===== config.mk =====
export PLATFORM = sky130hd
export DESIGN_NAME = sram_selftest_engine
export DESIGN_NICKNAME = d
export VERILOG_FILES = /design/src/rtl/sst_pkg.sv /design/src/rtl/sst_addr_seq.sv /design/src/rtl/sst_pattern.sv /design/src/rtl/sst_err_display.sv /design/src/rtl/sram_selftest_engine.sv
export SDC_FILE = /design/constraint.sdc
export NUM_CORES = 1
export LEC_CHECK = 0
export ABC_AREA = 1
export CORE_MARGIN = 1.5
export CORE_UTILIZATION = 40
export DETAILED_ROUTE_END_ITERATION = 12
export DONT_BUFFER_PORTS = 1
export GPL_TIMING_DRIVEN = 0
export HOLD_SLACK_MARGIN = 0.08
export MAX_ROUTING_LAYER = met4
export SLEW_MARGIN = 20
export SYNTH_ARGS = -nofsm -noshare
export SYNTH_HDL_FRONTEND = slang
export SYNTH_HIERARCHICAL = 1
export SYNTH_SLANG_ARGS = --single-unit

===== constraint.sdc =====
create_clock -name clk -period 2.05 [get_ports clk]
set_input_delay 0.615 -clock clk [delete_from_list [all_inputs] [get_ports clk]]
set_output_delay 0.615 -clock clk [all_outputs]
set_load 0.01 [all_outputs]

===== src/rtl/sst_pkg.sv =====
package sst_pkg;
  typedef enum logic [2:0] {
    ST_IDLE,
    ST_RUN,
    ST_DRAIN,
    ST_PASS,
    ST_FAIL
  } sst_state_e;

  localparam logic [2:0] LAST_PHASE = 3'd7;
  localparam logic [7:0] PASS_CODE  = 8'h08;
endpackage


===== src/rtl/sst_addr_seq.sv =====
// Interleaved address walker: page is the fast field, index the slow one.
module sst_addr_seq #(
  parameter int PAGE_BITS  = 2,
  parameter int INDEX_BITS = 8
) (
  input  logic                  clk,
  input  logic                  rst,
  input  logic                  clear,
  input  logic                  step,
  output logic [PAGE_BITS-1:0]  page,
  output logic [INDEX_BITS-1:0] index,
  output logic                  last
);
  localparam int CW = PAGE_BITS + INDEX_BITS;

  logic [CW-1:0] cnt_q;

  always_ff @(posedge clk) begin
    if (rst || clear) begin
      cnt_q <= '0;
    end else if (step) begin
      cnt_q <= cnt_q + 1'b1;
    end
  end

  assign page  = cnt_q[PAGE_BITS-1:0];
  assign index = cnt_q[CW-1:PAGE_BITS];
  assign last  = &cnt_q;
endmodule


===== src/rtl/sst_pattern.sv =====
// Background generator: phase pair selects the data rule.
module sst_pattern #(
  parameter int PAGE_BITS  = 2,
  parameter int INDEX_BITS = 8,
  parameter int DATA_W     = 8
) (
  input  logic [2:0]            phase,
  input  logic [PAGE_BITS-1:0]  page,
  input  logic [INDEX_BITS-1:0] index,
  output logic [DATA_W-1:0]     data
);
  logic [DATA_W-1:0] index_bg;
  logic [DATA_W-1:0] page_bg;

  generate
    if (DATA_W >= INDEX_BITS) begin : g_idx_wide
      assign index_bg = DATA_W'(index);
    end else begin : g_idx_narrow
      assign index_bg = index[DATA_W-1:0];
    end
  endgenerate

  assign page_bg = DATA_W'(page);

  always_comb begin
    unique case (phase[2:1])
      2'd0:    data = '0;
      2'd1:    data = '1;
      2'd2:    data = index_bg;
      default: data = page_bg;
    endcase
  end
endmodule


===== src/rtl/sst_err_display.sv =====
// Captures the failing location and rotates it onto the status byte.
module sst_err_display #(
  parameter int PAGE_BITS  = 2,
  parameter int INDEX_BITS = 8,
  parameter int DWELL      = 1 << 24
) (
  input  logic                  clk,
  input  logic                  rst,
  input  logic                  load,
  input  logic [2:0]            phase_in,
  input  logic [PAGE_BITS-1:0]  page_in,
  input  logic [INDEX_BITS-1:0] index_in,
  output logic [7:0]            show
);
  localparam int CW = (DWELL > 2) ? $clog2(DWELL) : 1;
  localparam logic [CW-1:0] DWELL_LAST = CW'(DWELL - 1);

  logic                  active_q;
  logic [1:0]            sel_q;
  logic [CW-1:0]         cnt_q;
  logic [2:0]            phase_q;
  logic [PAGE_BITS-1:0]  page_q;
  logic [INDEX_BITS-1:0] index_q;
  logic [1:0]            sel_nxt;
  logic [7:0]            val_nxt;

  assign sel_nxt = (sel_q == 2'd2) ? 2'd0 : sel_q + 2'd1;

  always_comb begin
    unique case (sel_nxt)
      2'd0:    val_nxt = 8'(phase_q);
      2'd1:    val_nxt = 8'(page_q) << 4;
      default: val_nxt = 8'(index_q);
    endcase
  end

  always_ff @(posedge clk) begin
    if (rst) begin
      active_q <= 1'b0;
      sel_q    <= 2'd0;
      cnt_q    <= '0;
      phase_q  <= '0;
      page_q   <= '0;
      index_q  <= '0;
      show     <= 8'h00;
    end else if (load) begin
      active_q <= 1'b1;
      sel_q    <= 2'd0;
      cnt_q    <= '0;
      phase_q  <= phase_in;
      page_q   <= page_in;
      index_q  <= index_in;
      show     <= 8'(phase_in);
    end else if (active_q) begin
      if (cnt_q == DWELL_LAST) begin
        cnt_q <= '0;
        sel_q <= sel_nxt;
        show  <= val_nxt;
      end else begin
        cnt_q <= cnt_q + 1'b1;
      end
    end
  end
endmodule


===== src/rtl/sram_selftest_engine.sv =====
module sram_selftest_engine #(
  parameter int PAGE_BITS  = 2,
  parameter int INDEX_BITS = 8,
  parameter int DATA_W     = 8,
  parameter int DWELL      = 1 << 24
) (
  input  logic                            clk,
  input  logic                            rst,
  input  logic                            start,
  output logic                            mem_en,
  output logic                            mem_we,
  output logic [PAGE_BITS+INDEX_BITS-1:0] mem_addr,
  output logic [DATA_W-1:0]               mem_wdata,
  input  logic [DATA_W-1:0]               mem_rdata,
  output logic [7:0]                      status,
  output logic                            busy,
  output logic                            done,
  output logic                            fail
);
  import sst_pkg::*;

  sst_state_e            state_q;
  logic [2:0]            phase_q;
  logic                  seq_clear;
  logic                  seq_step;
  logic                  seq_last;
  logic [PAGE_BITS-1:0]  cur_page;
  logic [INDEX_BITS-1:0] cur_index;
  logic [DATA_W-1:0]     exp_data;

  logic                  rd_v_q;
  logic [2:0]            rd_phase_q;
  logic [PAGE_BITS-1:0]  rd_page_q;
  logic [INDEX_BITS-1:0] rd_index_q;
  logic [DATA_W-1:0]     rd_exp_q;
  logic                  miscmp;
  logic [7:0]            disp_show;

  assign seq_clear = (state_q == ST_IDLE) && start;
  assign seq_step  = (state_q == ST_RUN);

  sst_addr_seq #(.PAGE_BITS(PAGE_BITS), .INDEX_BITS(INDEX_BITS)) u_seq (
    .clk(clk), .rst(rst), .clear(seq_clear), .step(seq_step),
    .page(cur_page), .index(cur_index), .last(seq_last)
  );

  sst_pattern #(.PAGE_BITS(PAGE_BITS), .INDEX_BITS(INDEX_BITS), .DATA_W(DATA_W)) u_pat (
    .phase(phase_q), .page(cur_page), .index(cur_index), .data(exp_data)
  );

  sst_err_display #(.PAGE_BITS(PAGE_BITS), .INDEX_BITS(INDEX_BITS), .DWELL(DWELL)) u_disp (
    .clk(clk), .rst(rst), .load(miscmp), .phase_in(rd_phase_q),
    .page_in(rd_page_q), .index_in(rd_index_q), .show(disp_show)
  );

  assign mem_en    = (state_q == ST_RUN);
  assign mem_we    = mem_en && !phase_q[0];
  assign mem_addr  = {cur_page, cur_index};
  assign mem_wdata = exp_data;

  assign miscmp = rd_v_q && (mem_rdata != rd_exp_q);

  always_comb begin
    unique case (state_q)
      ST_FAIL: status = disp_show;
      ST_PASS: status = PASS_CODE;
      ST_IDLE: status = 8'h00;
      default: status = 8'(phase_q);
    endcase
  end

  // Read pipeline: carries the location and expected byte to the compare.
  always_ff @(posedge clk) begin
    if (rst) begin
      rd_phase_q <= '0;
      rd_page_q  <= '0;
      rd_index_q <= '0;
      rd_exp_q   <= '0;
    end else begin
      rd_phase_q <= phase_q;
      rd_page_q  <= cur_page;
      rd_index_q <= cur_index;
      rd_exp_q   <= exp_data;
    end
  end

  always_ff @(posedge clk) begin
    if (rst) begin
      state_q <= ST_IDLE;
      phase_q <= 3'd0;
      rd_v_q  <= 1'b0;
      busy    <= 1'b0;
      done    <= 1'b0;
      fail    <= 1'b0;
    end else if (miscmp) begin
      state_q <= ST_FAIL;
      rd_v_q  <= 1'b0;
      busy    <= 1'b0;
      fail    <= 1'b1;
    end else begin
      rd_v_q <= (state_q == ST_RUN) && phase_q[0];
      unique case (state_q)
        ST_IDLE: begin
          if (start) begin
            state_q <= ST_RUN;
            phase_q <= 3'd0;
            busy    <= 1'b1;
          end
        end
        ST_RUN: begin
          if (seq_last) begin
            if (phase_q[0]) begin
              state_q <= ST_DRAIN;
            end else begin
              phase_q <= phase_q + 3'd1;
            end
          end
        end
        ST_DRAIN: begin
          if (phase_q == LAST_PHASE) begin
            state_q <= ST_PASS;
            busy    <= 1'b0;
            done    <= 1'b1;
          end else begin
            phase_q <= phase_q + 3'd1;
            state_q <= ST_RUN;
          end
        end
        default: begin
        end
      endcase
    end
  end
endmodule


==> summary.md <==
Across all setup checks in the final design, the least slack found is 0.0805 ns. Clock-pin slew was measured on the worst setup and hold paths at 0.10 ns. The core region is 10500 um2. Input and output buffers added on the ports amount to 0. The number of primary I/O pins is 42, and the async set-or-reset flop fraction in the synthesized netlist is 0. The later pin in the worst-skew pair is clocked with a latency of 0.35 ns. Among all stages on the critical path, the largest delay is contributed by sky130_fd_sc_hd__dfxtp_1.

The routed design has 9480 um of wire. The H-tree depth was 3. For this run, the detailed router's first-pass iteration total came to 4. The repair_antennas step left the layout with diodes totalling 0. Counting along the longest clock path gives a buffer depth of 2.

The logs give 17 for the largest net degree at the start of global routing and 16000 um for the first-pass GRT wire length. The area growth from synthesis to final layout is 9.70%, and the total setup violations reported at the end of the flow is 0. The post-route core utilization is 0.459, and the worst slack after detailed placement is -0.314 ns.

For this run, the top clock speed supported by timing is 0.508 GHz. The number of flops mapped to enable cells by yosys came out at 0. The average vias per placed instance works out to 4.87. The starting density of the core is 0.418, and the post-synthesis cell type count is 43. Summed over all failing endpoints, the final setup total negative slack is 0 ns. The logs give 599 for the synthesized instance count and 3658 for the total vias in the final route. TritonCTS built the clock tree. After detailed routing, the average wire length per cell comes to 12.6 um. The run gives 0.0173 ns as the final setup skew. Classification of the worst setup path: register to primary output. Overall global routing resource usage: 0.179. Cell chosen for the clock root: sky130_fd_sc_hd__clkbuf_8. The fraction of final layout cells with drive strength greater than 1 is 0.153. At the worst endpoint, the required time is 1.43 ns.

The maximum cell stage delay along the critical path is 0.31 ns, and the number of global-route vias before repair is 3399. Kind of capture point of the worst setup path: a primary output. Shortest period the worst path allows: 1.97 ns. The die width is 108 um. The tools report the startpoint type of the worst setup path as a register.

The logs give 0 for the number of antenna violations at the first check in global routing and 6 for the total of warnings raised by yosys. Detailed placement ended at an HPWL of 7270 um. The logs give 89 for the count of clock tree sinks and 201 for the initial DRC count. The sequential fraction of the synthesis area came out at 0.407.

Setup repair after global routing could not meet its margin everywhere. The number of nets handed over by synthesis was 615. The number of clock buffers added by TritonCTS is 9. The most used flip-flop cell after synthesis is sky130_fd_sc_hd__dfxtp_1. The tools report the arrival time of data at the critical path endpoint as 1.35 ns.

The worst slew slack as a fraction of its limit was 0.495; the count of antenna-violating nets left after detailed routing was 0. In this run the worst path has a maximum fanout of 8. In this run the static leakage power is 0.00204 uW. The count of pins over their slew limit was 0.

Number of hold-slack violations in the final timing report: 0. The actual slew at the worst max-slew pin is 0.750 ns. The logs give 0.320 ns for the hold slack and 0 for the post-CTS setup repair buffer count.

The total power density per cell area is 867 nW/um2, and the floorplan row count is 37. The run gives 0 as the number of violations of the max-capacitance limit. The total die area was 11600 um2; the post-synthesis average cell area was 7.30 um2. Routability-driven placement finished with a final weighted congestion of 0.862.

The worst-case IR drop observed on VDD is 0.330 mV. After detailed routing, the number of remaining DRC violations is 0. The final net count is 626.

The final clock period utilization by the worst path works out to 0.961. The number of synthesized register bits came out at 89. The tightest min-delay check is of the input pin to register type. The synthesized netlist occupies a cell area of 4370 um2. From bottom edge to top edge, the die measures 108 um. The signal on the critical path passes through buf_4, nor2_4, nand2_2, nor2_2. For this run the aggregate overflow at the end of global routing stands at 0.

The flow ran to the end, and the final reports show no timing, DRC or antenna violations.
## power by group
part	switching (uW)	internal (uW)
Clock	655	572
Sequential	106	1840
Combinational	659	323
Total	1420	2740
## what timing repair did
action,in CTS,in global routing
hold buffers,0,0
pin swaps,1,1
endpoints found under the setup margin,17,22
resized for setup,12,12
## cell usage in the layout (no fill, tap or decap), types with 8 or more instances in the layout
cell type / instances
sky130_fd_sc_hd__nand2_2: 10
sky130_fd_sc_hd__nand3_1: 50
sky130_fd_sc_hd__o21ai_0: 13
sky130_fd_sc_hd__a21oi_1: 31
sky130_fd_sc_hd__nor2_2: 8
sky130_fd_sc_hd__dfxtp_1: 86
sky130_fd_sc_hd__nand4_1: 13
sky130_fd_sc_hd__clkbuf_8: 9
sky130_fd_sc_hd__nand2_1: 129
sky130_fd_sc_hd__nor2_1: 78
sky130_fd_sc_hd__inv_1: 77
sky130_fd_sc_hd__nor2_4: 9
## worst paths after layout
path	end	start	cells past startpoint	slack (ns)
setup / recovery	status[7]	state_q[0]$_SDFFE_PP0P_	4	0.08
hold / removal	rd_exp_q[0]$_SDFF_PP0_	rst	1	0.32
setup reg to reg	u_disp/show[2]$_SDFFE_PP0P_	rd_exp_q[1]$_SDFF_PP0_	13	0.16
hold reg to reg	u_disp/index_q[3]$_SDFFE_PP0P_	u_disp/index_q[3]$_SDFFE_PP0P_	2	0.45
## metrics by stage
| stage | total power (uW) | instance area, um2 | instances |
|---|---|---|---|
| floorplan | 2730 | 4370 | 599 |
| finish | 4160 | 4800 | 751 |
| detailed placement | 2930 | 4540 | 735 |
| global placement | 2910 | 4540 | 735 |
| CTS | 4190 | 4770 | 751 |
| global route | 4390 | 4800 | 751 |
## Yosys cell counts (3+ instances only)
master / instances / area share
sky130_fd_sc_hd__nand2_1: 130 / 0.11
sky130_fd_sc_hd__dfxtp_1: 89 / 0.41
sky130_fd_sc_hd__nor2_1: 82 / 0.070
sky130_fd_sc_hd__inv_1: 77 / 0.066
sky130_fd_sc_hd__nand3_1: 50 / 0.057
sky130_fd_sc_hd__a21oi_1: 31 / 0.035
sky130_fd_sc_hd__o21ai_0: 17 / 0.019
sky130_fd_sc_hd__nand4_1: 13 / 0.019
sky130_fd_sc_hd__nand2_2: 9 / 0.013
sky130_fd_sc_hd__inv_2: 7 / 0.0060
sky130_fd_sc_hd__nor2_4: 7 / 0.018
sky130_fd_sc_hd__o21ai_1: 7 / 0.0080
sky130_fd_sc_hd__nand2_4: 6 / 0.015
sky130_fd_sc_hd__nor2_2: 6 / 0.0086
sky130_fd_sc_hd__clkinv_1: 5 / 0.0043
sky130_fd_sc_hd__ha_1: 5 / 0.014
sky130_fd_sc_hd__nor2_8: 5 / 0.023
sky130_fd_sc_hd__nor3_1: 5 / 0.0057
sky130_fd_sc_hd__o22ai_1: 5 / 0.0072
sky130_fd_sc_hd__xnor2_1: 5 / 0.010
sky130_fd_sc_hd__buf_2: 4 / 0.0046
sky130_fd_sc_hd__clkbuf_1: 4 / 0.0034
sky130_fd_sc_hd__xor2_1: 4 / 0.0080
sky130_fd_sc_hd__nand3_4: 3 / 0.012
## logic make-up after synthesis
logic type      count (synthesis)  share of synthesized area
flops                          89                      0.407
buf+inv                       102                     0.0938
compound gates                 65                     0.0818
xor+xnor                        9                     0.0180
fa+ha+maj                       5                     0.0143
simple gates                  329                      0.385
## sequential cells by signal, summed over array words and instances (netlist names), 3 cells and up
signal	flops
u_disp/phase_q	3
u_disp/show	8
u_disp/index_q	8
rd_phase_q	3
rd_exp_q	8
u_seq/cnt_q	10
rd_index_q	8
phase_q	3
u_disp/cnt_q	24
state_q	3
## layer usage
metal | up-vias | part of all wire | GRT usage
met5 | - | 0 | -
met4 | 0 | 0.012 | 0.0536
met3 | 8 | 0.041 | 0.0393
met2 | 66 | 0.47 | 0.285
met1 | 1658 | 0.48 | 0.228
li1 | 1926 | - | -
## critical path: cells and delay by family (launching register included)
family,cells,cell delay (ns)
buffers and inverters,1,0.17
AND/OR/NAND/NOR,3,0.53
flip-flops,1,0.31
## final cells by class
cell class,instances,area (um2)
tap,136,170
sequential,89,1790
multi-input combinational,408,2220
clock inverter,7,78.8
buffer,11,65.1
fill,1097,5660
clock buffer,9,124
inverter,91,355
No activity file was read; power rests on OpenSTA's default activity.
